`config.mk`:
```
export PLATFORM = sky130hd
export DESIGN_NAME = mac_iter_unit
export DESIGN_NICKNAME = d
export VERILOG_FILES = /design/src/rtl/mac_iter_pkg.sv /design/src/rtl/mac_operand_prep.sv /design/src/rtl/mac_digit_step.sv /design/src/rtl/mac_iter_unit.sv
export SDC_FILE = /design/constraint.sdc
export NUM_CORES = 2
export LEC_CHECK = 0
export BUFFER_PORTS_ARGS = -buffer_cell sky130_fd_sc_hd__buf_4
export CORE_MARGIN = 1.5
export CORE_UTILIZATION = 58
export DETAILED_ROUTE_END_ITERATION = 12
export PLACE_DENSITY = 0.79
export SYNTH_ARGS = -nofsm -noshare
export SYNTH_HDL_FRONTEND = slang
export SYNTH_SLANG_ARGS = --single-unit
```
`constraint.sdc`:
```
create_clock -name clk_i -period 5.5 [get_ports clk_i]
set_input_delay 1.1 -clock clk_i [delete_from_list [all_inputs] [get_ports clk_i]]
set_output_delay 1.1 -clock clk_i [all_outputs]
set_load 0.02 [all_outputs]
```
`src/rtl/mac_iter_pkg.sv`:
```
package mac_iter_pkg;

    typedef enum logic [2:0] {
        OP_LO        = 3'd0,
        OP_LO_ACC    = 3'd1,
        OP_LONG_U    = 3'd2,
        OP_LONG_S    = 3'd3,
        OP_LONG_UACC = 3'd4,
        OP_LONG_SACC = 3'd5
    } mac_op_e;

    typedef struct packed {
        logic        is_long;
        logic        mcand_signed;
        logic        mplier_signed;
        logic        acc_en;
    } mac_ctrl_t;

    function automatic mac_ctrl_t decode_op(input logic [2:0] op);
        mac_ctrl_t c;
        c = '{is_long: 1'b0, mcand_signed: 1'b0, mplier_signed: 1'b1, acc_en: 1'b0};
        case (op)
            OP_LO_ACC:    c.acc_en = 1'b1;
            OP_LONG_U:    begin c.is_long = 1'b1; c.mplier_signed = 1'b0; end
            OP_LONG_S:    begin c.is_long = 1'b1; c.mcand_signed = 1'b1; end
            OP_LONG_UACC: begin c.is_long = 1'b1; c.mplier_signed = 1'b0; c.acc_en = 1'b1; end
            OP_LONG_SACC: begin c.is_long = 1'b1; c.mcand_signed = 1'b1; c.acc_en = 1'b1; end
            default:      c.acc_en = 1'b0;
        endcase
        return c;
    endfunction

endpackage

```
`src/rtl/mac_operand_prep.sv`:
```
module mac_operand_prep
    import mac_iter_pkg::*;
#(
    parameter int WIDTH = 32
) (
    input  logic [2:0]         op_i,
    input  logic [WIDTH-1:0]   mcand_i,
    input  logic [WIDTH-1:0]   mplier_i,
    input  logic [2*WIDTH-1:0] acc_i,
    output logic               is_long_o,
    output logic [2*WIDTH-1:0] mcand_ext_o,
    output logic [WIDTH:0]     mplier_ext_o,
    output logic [2*WIDTH-1:0] acc_init_o
);
    mac_ctrl_t ctrl;

    always_comb begin
        ctrl         = decode_op(op_i);
        is_long_o    = ctrl.is_long;
        mcand_ext_o  = {{WIDTH{ctrl.mcand_signed & mcand_i[WIDTH-1]}}, mcand_i};
        mplier_ext_o = {ctrl.mplier_signed & mplier_i[WIDTH-1], mplier_i};
        if (!ctrl.acc_en)
            acc_init_o = '0;
        else if (ctrl.is_long)
            acc_init_o = acc_i;
        else
            acc_init_o = {{WIDTH{1'b0}}, acc_i[WIDTH-1:0]};
    end
endmodule

```
`src/rtl/mac_digit_step.sv`:
```
module mac_digit_step #(
    parameter int WIDTH = 32,
    parameter int DIGIT = 8
) (
    input  logic [2*WIDTH-1:0] acc_i,
    input  logic [2*WIDTH-1:0] mcand_i,
    input  logic [WIDTH:0]     mplier_i,
    output logic               term_o,
    output logic [2*WIDTH-1:0] acc_fin_o,
    output logic [2*WIDTH-1:0] acc_nxt_o,
    output logic [2*WIDTH-1:0] mcand_nxt_o,
    output logic [WIDTH:0]     mplier_nxt_o
);
    localparam int RW = 2 * WIDTH;

    logic [RW-1:0] part [DIGIT+1];
    logic          rem_zero;
    logic          rem_ones;

    assign part[0] = '0;

    for (genvar i = 0; i < DIGIT; i++) begin : g_pp
        assign part[i+1] = part[i] + (mplier_i[i] ? (mcand_i << i) : {RW{1'b0}});
    end

    always_comb begin
        rem_zero     = (mplier_i == '0);
        rem_ones     = &mplier_i;
        term_o       = rem_zero | rem_ones;
        acc_fin_o    = rem_ones ? (acc_i - mcand_i) : acc_i;
        acc_nxt_o    = acc_i + part[DIGIT];
        mcand_nxt_o  = mcand_i << DIGIT;
        mplier_nxt_o = $signed(mplier_i) >>> DIGIT;
    end
endmodule

```
`src/rtl/mac_iter_unit.sv`:
```
module mac_iter_unit #(
    parameter int WIDTH = 32,
    parameter int DIGIT = 8
) (
    input  logic                 clk_i,
    input  logic                 rst_ni,
    input  logic                 start_i,
    input  logic [2:0]           op_i,
    input  logic [WIDTH-1:0]     mcand_i,
    input  logic [WIDTH-1:0]     mplier_i,
    input  logic [2*WIDTH-1:0]   acc_i,
    output logic [2*WIDTH-1:0]   result_o,
    output logic                 busy_o,
    output logic                 done_o
);
    localparam int RW     = 2 * WIDTH;
    localparam int DIGITS = (WIDTH + DIGIT - 1) / DIGIT;
    localparam int CW     = $clog2(DIGITS + 2);

    typedef struct packed {
        logic          busy;
        logic          done;
        logic          is_long;
        logic [CW-1:0] steps;
        logic [RW-1:0] acc;
        logic [RW-1:0] mcand;
        logic [WIDTH:0] mplier;
        logic [RW-1:0] result;
    } mac_state_t;

    mac_state_t st_d, st_q;

    logic           prep_long;
    logic [RW-1:0]  prep_mcand;
    logic [WIDTH:0] prep_mplier;
    logic [RW-1:0]  prep_acc;
    logic           step_term;
    logic [RW-1:0]  step_fin;
    logic [RW-1:0]  step_acc;
    logic [RW-1:0]  step_mcand;
    logic [WIDTH:0] step_mplier;

    mac_operand_prep #(.WIDTH(WIDTH)) prep_i (
        .op_i        (op_i),
        .mcand_i     (mcand_i),
        .mplier_i    (mplier_i),
        .acc_i       (acc_i),
        .is_long_o   (prep_long),
        .mcand_ext_o (prep_mcand),
        .mplier_ext_o(prep_mplier),
        .acc_init_o  (prep_acc)
    );

    mac_digit_step #(.WIDTH(WIDTH), .DIGIT(DIGIT)) step_i (
        .acc_i       (st_q.acc),
        .mcand_i     (st_q.mcand),
        .mplier_i    (st_q.mplier),
        .term_o      (step_term),
        .acc_fin_o   (step_fin),
        .acc_nxt_o   (step_acc),
        .mcand_nxt_o (step_mcand),
        .mplier_nxt_o(step_mplier)
    );

    always_comb begin
        st_d      = st_q;
        st_d.done = 1'b0;
        if (!st_q.busy) begin
            if (start_i) begin
                st_d.busy    = 1'b1;
                st_d.is_long = prep_long;
                st_d.steps   = '0;
                st_d.acc     = prep_acc;
                st_d.mcand   = prep_mcand;
                st_d.mplier  = prep_mplier;
            end
        end else if (step_term) begin
            st_d.busy   = 1'b0;
            st_d.done   = 1'b1;
            st_d.acc    = step_fin;
            st_d.result = st_q.is_long ? step_fin : {{WIDTH{1'b0}}, step_fin[WIDTH-1:0]};
        end else begin
            st_d.acc    = step_acc;
            st_d.mcand  = step_mcand;
            st_d.mplier = step_mplier;
            st_d.steps  = st_q.steps + 1'b1;
        end
    end

    always_ff @(posedge clk_i or negedge rst_ni) begin
        if (!rst_ni) st_q <= '0;
        else         st_q <= st_d;
    end

    assign result_o = st_q.result;
    assign busy_o   = st_q.busy;
    assign done_o   = st_q.done;


    done_idle_chk: assert property (@(posedge clk_i) disable iff (!rst_ni)
        done_o |-> !busy_o);

    done_pulse_chk: assert property (@(posedge clk_i) disable iff (!rst_ni)
        done_o |=> !done_o);

    busy_end_chk: assert property (@(posedge clk_i) disable iff (!rst_ni)
        $fell(busy_o) |-> done_o);

    busy_launch_chk: assert property (@(posedge clk_i) disable iff (!rst_ni)
        $rose(busy_o) |-> $past(start_i));

    step_bound_chk: assert property (@(posedge clk_i) disable iff (!rst_ni)
        busy_o |-> (st_q.steps <= CW'(DIGITS)));

    result_hold_chk: assert property (@(posedge clk_i) disable iff (!rst_ni)
        !done_o |-> $stable(result_o));
endmodule

```
### After elaboration in Yosys (flattened, before gate mapping)

Index checks and enable logic that the tools add are counted.

| word-level totals | value |
|---|---|
| flip-flop bits (word level) | 231 |
| input bits | 134 |
| logic and storage cells | 64 |

| cells by class | value |
|---|---|
| $add $sub $neg | 10 |
| equality and inequality tests | 6 |
| mux-type cells | 25 |
| bitwise gates (word level) | 4 |
| reductions and logical operators | 10 |

Operator list:

| kind | count |
|---|---|
| 64-bit 2-to-1 mux | 13 |
| 64-bit adder | 8 |
| 164-bit 2-to-1 mux | 2 |
| 97-bit 2-to-1 mux | 1 |
| 64-bit subtractor | 1 |
| 33-bit logical NOT | 1 |
| 33-bit AND reduction | 1 |
| 1-bit 2-to-1 mux | 7 |
| 3-bit by 2-bit equality test with 1-bit output, second input constant | 2 |
| 3-bit equality test, second input constant | 2 |
| 2-bit AND reduction | 3 |
| 2-bit OR reduction | 2 |
| 4-bit OR reduction | 1 |
| 3-bit by 1-bit adder with 3-bit output, second input constant | 1 |
| 3-bit by 1-bit equality test with 1-bit output, second input constant | 1 |
| 3-bit 2-to-1 mux | 1 |
| 3-bit OR reduction | 1 |
| 1-bit bitwise AND | 2 |
| 2-bit 2-to-1 mux | 1 |
| 2-bit != test, second input constant | 1 |
| 2-bit nonzero test | 1 |
| 1-bit NOT | 1 |
| 1-bit OR | 1 |

### Logic depth before layout (Yosys ltp)

| depth | value |
|---|---|
| word-level depth | 11 |
| gate-level depth with buffers | 24 |
| mapped depth without buffers | 21 |

### Cells and area by module

From an unflattened synthesis, not the netlist that was laid out.

| second synthesis, totals | value |
|---|---|
| cell total of the unflattened synthesis | 4,057 |
| area, all modules | 34,844.7 µm² |

Modules (own cells, without submodules):

| module | instances | cells an instance | area each (µm²) | sequential area each (µm²) |
|---|---|---|---|---|
| mac_digit_step | 1 | 2,939 | 22,105.0 | 0.0 |
| mac_iter_unit | 1 | 947 | 11,458.5 | 5,705.5 |
| mac_operand_prep | 1 | 171 | 1,281.2 | 0.0 |

### Least setup slack after synthesis

Ideal clock, no wire load.

| timing path | value |
|---|---|
| path type | flip-flop to flip-flop |
| from | register st_q[71] (netlist name) |
| to | register st_q[223] (netlist name) |
| library setup time | 136 ps |
| arrival time | 5,783 ps |
| required time | 5,364 ps |
| slack | -419 ps |
| cell stages (with the launch flop) | 24 |
| period minus slack after synthesis | 5,919 ps |
| path through | dfrtp_1 > clkbuf_1 > clkbuf_1 > buf_1 > nand2_1 > fa_1 > inv_1 > fa_1 > fa_1 > inv_1 > fa_1 > inv_1 > ha_1 > a21oi_1 > o211ai_1 > a2111oi_0 > nor2_1 > nand3_1 > o21ai_0 > a311o_1 > a41oi_1 > xnor2_1 > a221oi_1 > o21ai_0 |

| on the way | value |
|---|---|
| word-level cells in the longest chain between the ends | 5 |

Ends and longest elaborated chain:

| item | line | text |
|---|---|---|
| start: declaration | mac_iter_unit.sv:31 | `mac_state_t st_d, st_q;` |
| start signal: assignment | mac_iter_unit.sv:92 | `else st_q <= st_d;` |
| 64-bit 2-to-1 mux | mac_digit_step.sv:23 | `assign part[i+1] = part[i] + (mplier_i[i] ? (mcand_i << i) : {RW{1'b0}});` |
| 64-bit adder | mac_digit_step.sv:23 |  |
| 64-bit adder | mac_digit_step.sv:31 | `acc_nxt_o = acc_i + part[DIGIT];` |
| 64-bit 2-to-1 mux (*) | mac_iter_unit.sv:77 | `end else if (step_term) begin` |
| 164-bit 2-to-1 mux (*) | mac_iter_unit.sv:68 | `if (!st_q.busy) begin` |

Mark *: on every way between the ends. The rest lies on a longest branch, timed or not.
A chain may end at the register's enable or synchronous reset.

### Final worst setup path

| timing path | value |
|---|---|
| from | register st_q[68] (netlist name) |
| to | register st_q[189] (netlist name) |

| on the way | value |
|---|---|
| word-level cells in the longest chain between the ends | 8 |

Ends and longest elaborated chain:

| item | line |
|---|---|
| 64-bit 2-to-1 mux | mac_digit_step.sv:23 |
| 64-bit adder (4 in a row) | mac_digit_step.sv:23 |
| 64-bit adder | mac_digit_step.sv:31 |
| 64-bit 2-to-1 mux (*) | mac_iter_unit.sv:77 |
| 164-bit 2-to-1 mux (*) | mac_iter_unit.sv:68 |

Marked as above.

==> reports/metrics.cfg <==
[global_routing]
overflow = 0
grt_first_pass_wirelength_mm = 175.5
grt_pass1_vias = 30350
track_usage = 0.4100
antenna_found_initial = 1
grt_start_max_net_pins = 105

[finish]
syn_to_final_growth_pct = 23.16
fin_area_mm2 = 0.03874
drive_gt1_frac = 0.2171
nFillCells = 3840
nNetsFinal = 4853
antenna_cells = 0

[worst_setup_path]
timing.rr.start = st_q[68]
worstSetupEndpoint = st_q[189]
critPathTopFamily = adder cells
worst-r2r-setup-slack_ns = -0.59
path_cells = buf_12 > buf_4 > nand2_1 > fa_1 > inv_1 > fa_1 > fa_1 > inv_1 > fa_1 > inv_1 > ha_4 > nand4_1 > or4_1 > o21a_2 > buf_6 > o21a_4 > buf_6 > o21ai_4 > xnor2_2 > o21ai_1 > a211oi_1 > a21oi_1
end_kind = flip-flop
slowest_delay_ns = 0.56
crit_buf_inv = 7
worstRegToRegCells = 22
cpMostUsedCell = fa_1
critPathArrivalTime_ns = 6.57
worstSetupStartpointType = flip-flop
crit_type = flip-flop to flip-flop
slowest_stage = fa_1
r2r_end = st_q[189]
cp.depth = 22
startpoint = st_q[68]
critPathMaxFanout = 14
required_ns = 5.98

[routing]
routedWlPerCell_um = 24.16
drc = 0
firstDrtPassIters = 8
dr.first_iter.drc_count = 3754
ant_nets = 0
vias = 30710
via_per_inst = 6.277
wl_mm = 118.2

[floorplanning]
placementRows = 85
die_h_um = 235.9
dieArea_mm2 = 0.05563
start_util = 0.5856
die_w_um = 235.9
core_area_mm2 = 0.05371
io_pins = 200

[logic_synthesis]
synth_edf_count = 0
ys_seq_area_frac = 0.1814
yosys_warnings = 0
ys.flop_type = dfrtp_1
synth.cell_area_mm2 = 0.03145
synth_nets = 4511
syn_inst = 3832
avgSynthCellArea_um2 = 8.208
synth_seq_cells = 228
async_flop_share = 1.000
netlist-cell-type-count = 73

[cts]
path_clk_slew_ns = 0.07
numCtsBuffers = 30
clock_path_buffers = 3
root_buffer = clkbuf_16
insertion_delay_ns = 0.62
cts_tree = built
htree_levels = 1
clock_sinks = 228

[place]
dpl.hpwl_mm = 82.63
portBuffers = 199
place_area_mm2 = 0.03546
gp_congestion = 1.009

[timing]
hold_viol_final = 0
skew_ns = 0.01989
fin_crit_sh = 1.108
setup_slack_ns = -0.5933
rsz0062_at_grt = yes
max_freq_mhz = 164.1
slew_headroom = 0.2285
setup-violations-final = 39
worst_pin_slew_ns = 1.155
min_period_ns = 6.093
slew_violations = 0

[min_path]
min_path_type = flip-flop to flip-flop

[job]
drv_cap = 0

[run_status]
violations = setup timing
status = finished, violations left

==> final cells by class <==
cell class / count / area [µm²] / area share
inverter: 640 / 2404 / 0.06205
sequential: 228 / 5731 / 0.1479
timing repair buffer: 613 / 5274 / 0.1361
clock inverter: 17 / 275.3 / 0.007106
clock buffer: 38 / 842.1 / 0.02174
tap: 696 / 870.8 / 0.02248
multi-input combinational: 2661 / 23340 / 0.6026
==> worst register-to-register path: stages, from the launching register on <==
cell and delay (ns):
dfrtp_2 0.42, buf_12 0.19, buf_4 0.15, nand2_1 0.20
fa_1 0.56, inv_1 0.15, fa_1 0.47, fa_1 0.52
inv_1 0.07, fa_1 0.51, inv_1 0.08, ha_4 0.30
nand4_1 0.13, or4_1 0.44, o21a_2 0.29, buf_6 0.14
o21a_4 0.21, buf_6 0.12, o21ai_4 0.21, xnor2_2 0.23
o21ai_1 0.12, a211oi_1 0.33, a21oi_1 0.10
==> registers in the layout (all words and copies together), names as in the netlist <==
register / flops
busy_o: 1
done_o: 1
result_o: 64
st_q: 162
==> cells by family (layout without fill, tap and decap cells) <==
group,Yosys count,in the layout,synth area share
DFF,228,228,0.1814
and+or+nand+nor,1091,1091,0.1605
adders and majority gates,545,545,0.3151
buffers and inverters,943,1308,0.1207
muxes,73,73,0.02335
AOI/OAI and AO/OA,831,831,0.1653
xor gates and xnor gates,121,121,0.03369
==> cells in the final DEF (no fill, tap or decap), types with 59 or more instances in the layout <==
master / Yosys / routed
inv_1: 639 / 621
nand2_1: 489 / 461
ha_1: 133 / 97
a21oi_1: 311 / 280
and2_1: 208 / 206
dfrtp_1: 228 / 210
nor2_1: 207 / 193
mux2i_1: 70 / 70
xnor2_1: 71 / 59
o21ai_0: 165 / 125
buf_4: 64 / 545
a21o_1: 71 / 70
fa_1: 412 / 406
==> through the flow <==
| stage | TNS (ns) | worst slack [ns] | instances | utilization | hold WS, ns |
|---|---|---|---|---|---|
| after floorplan | -0.01073 | -0.01073 | 3832 | - | 0.4471 |
| after global placement | -4.833 | -0.3906 | 4770 | 0.6603 | 0.4628 |
| after detailed placement | -7.623 | -0.5444 | 4770 | 0.6603 | 0.4651 |
| after CTS | -0.8531 | -0.1199 | 4874 | 0.7068 | 0.4833 |
| after global routing | -12.89 | -0.6130 | 4893 | 0.7213 | 0.5041 |
| final | -11.26 | -0.5933 | 4893 | 0.7213 | 0.4781 |
==> repair_timing <==
item / in CTS / in global routing
resized for setup: 190 / 155
hold buffers: 0 / 0
endpoints found under the setup margin: 37 / 48
cloned: 6 / 1
pin swaps: 127 / 97
setup buffers: 44 / 22
==> worst min path at each step <==
stage | start | slack, ns | depth (start not counted) | endpoint
after global placement | result_o[53] | 0.46 | 2 | result_o[53]
after CTS | result_o[22] | 0.48 | 1 | result_o[22]
final | result_o[46] | 0.48 | 2 | result_o[46]
after global routing | result_o[49] | 0.50 | 2 | result_o[49]
after floorplan | result_o[30] | 0.45 | 2 | result_o[30]
after detailed placement | result_o[15] | 0.47 | 2 | result_o[15]
==> Yosys cell counts, types with 19 or more instances <==
cell type / count / area share
a21o_1: 71 / 0.017
a211oi_1: 52 / 0.012
xor2_1: 50 / 0.014
mux2i_1: 70 / 0.022
a221oi_1: 19 / 0.0053
clkbuf_1: 222 / 0.026
o21bai_1: 21 / 0.0050
a21oi_1: 311 / 0.049
and2_1: 208 / 0.041
inv_1: 639 / 0.076
and3_1: 19 / 0.0038
buf_4: 64 / 0.015
nor2_1: 207 / 0.025
xnor2_1: 71 / 0.020
nor3_1: 29 / 0.0046
nand2_1: 489 / 0.058
o21ai_0: 165 / 0.026
ha_1: 133 / 0.053
nand3_1: 32 / 0.0051
nand4_1: 42 / 0.0084
dfrtp_1: 228 / 0.18
fa_1: 412 / 0.26
a22oi_1: 24 / 0.0057
a31oi_1: 26 / 0.0052
==> layer usage <==
layer  vias to the layer above  GRT usage  wire length (µm)  part of all wire
met4                         2     0.2346              8980             0.076
met2                      2265     0.6302             51630              0.44
met3                       600    0.09760             15500              0.13
li1                      12970          -                 -                 -
met1                     14880     0.5328             42050              0.36
met5                         -          0                71           0.00060
Power is not shown: default switching activity piles up to over one toggle a cycle in this logic, so the estimate is an artifact.
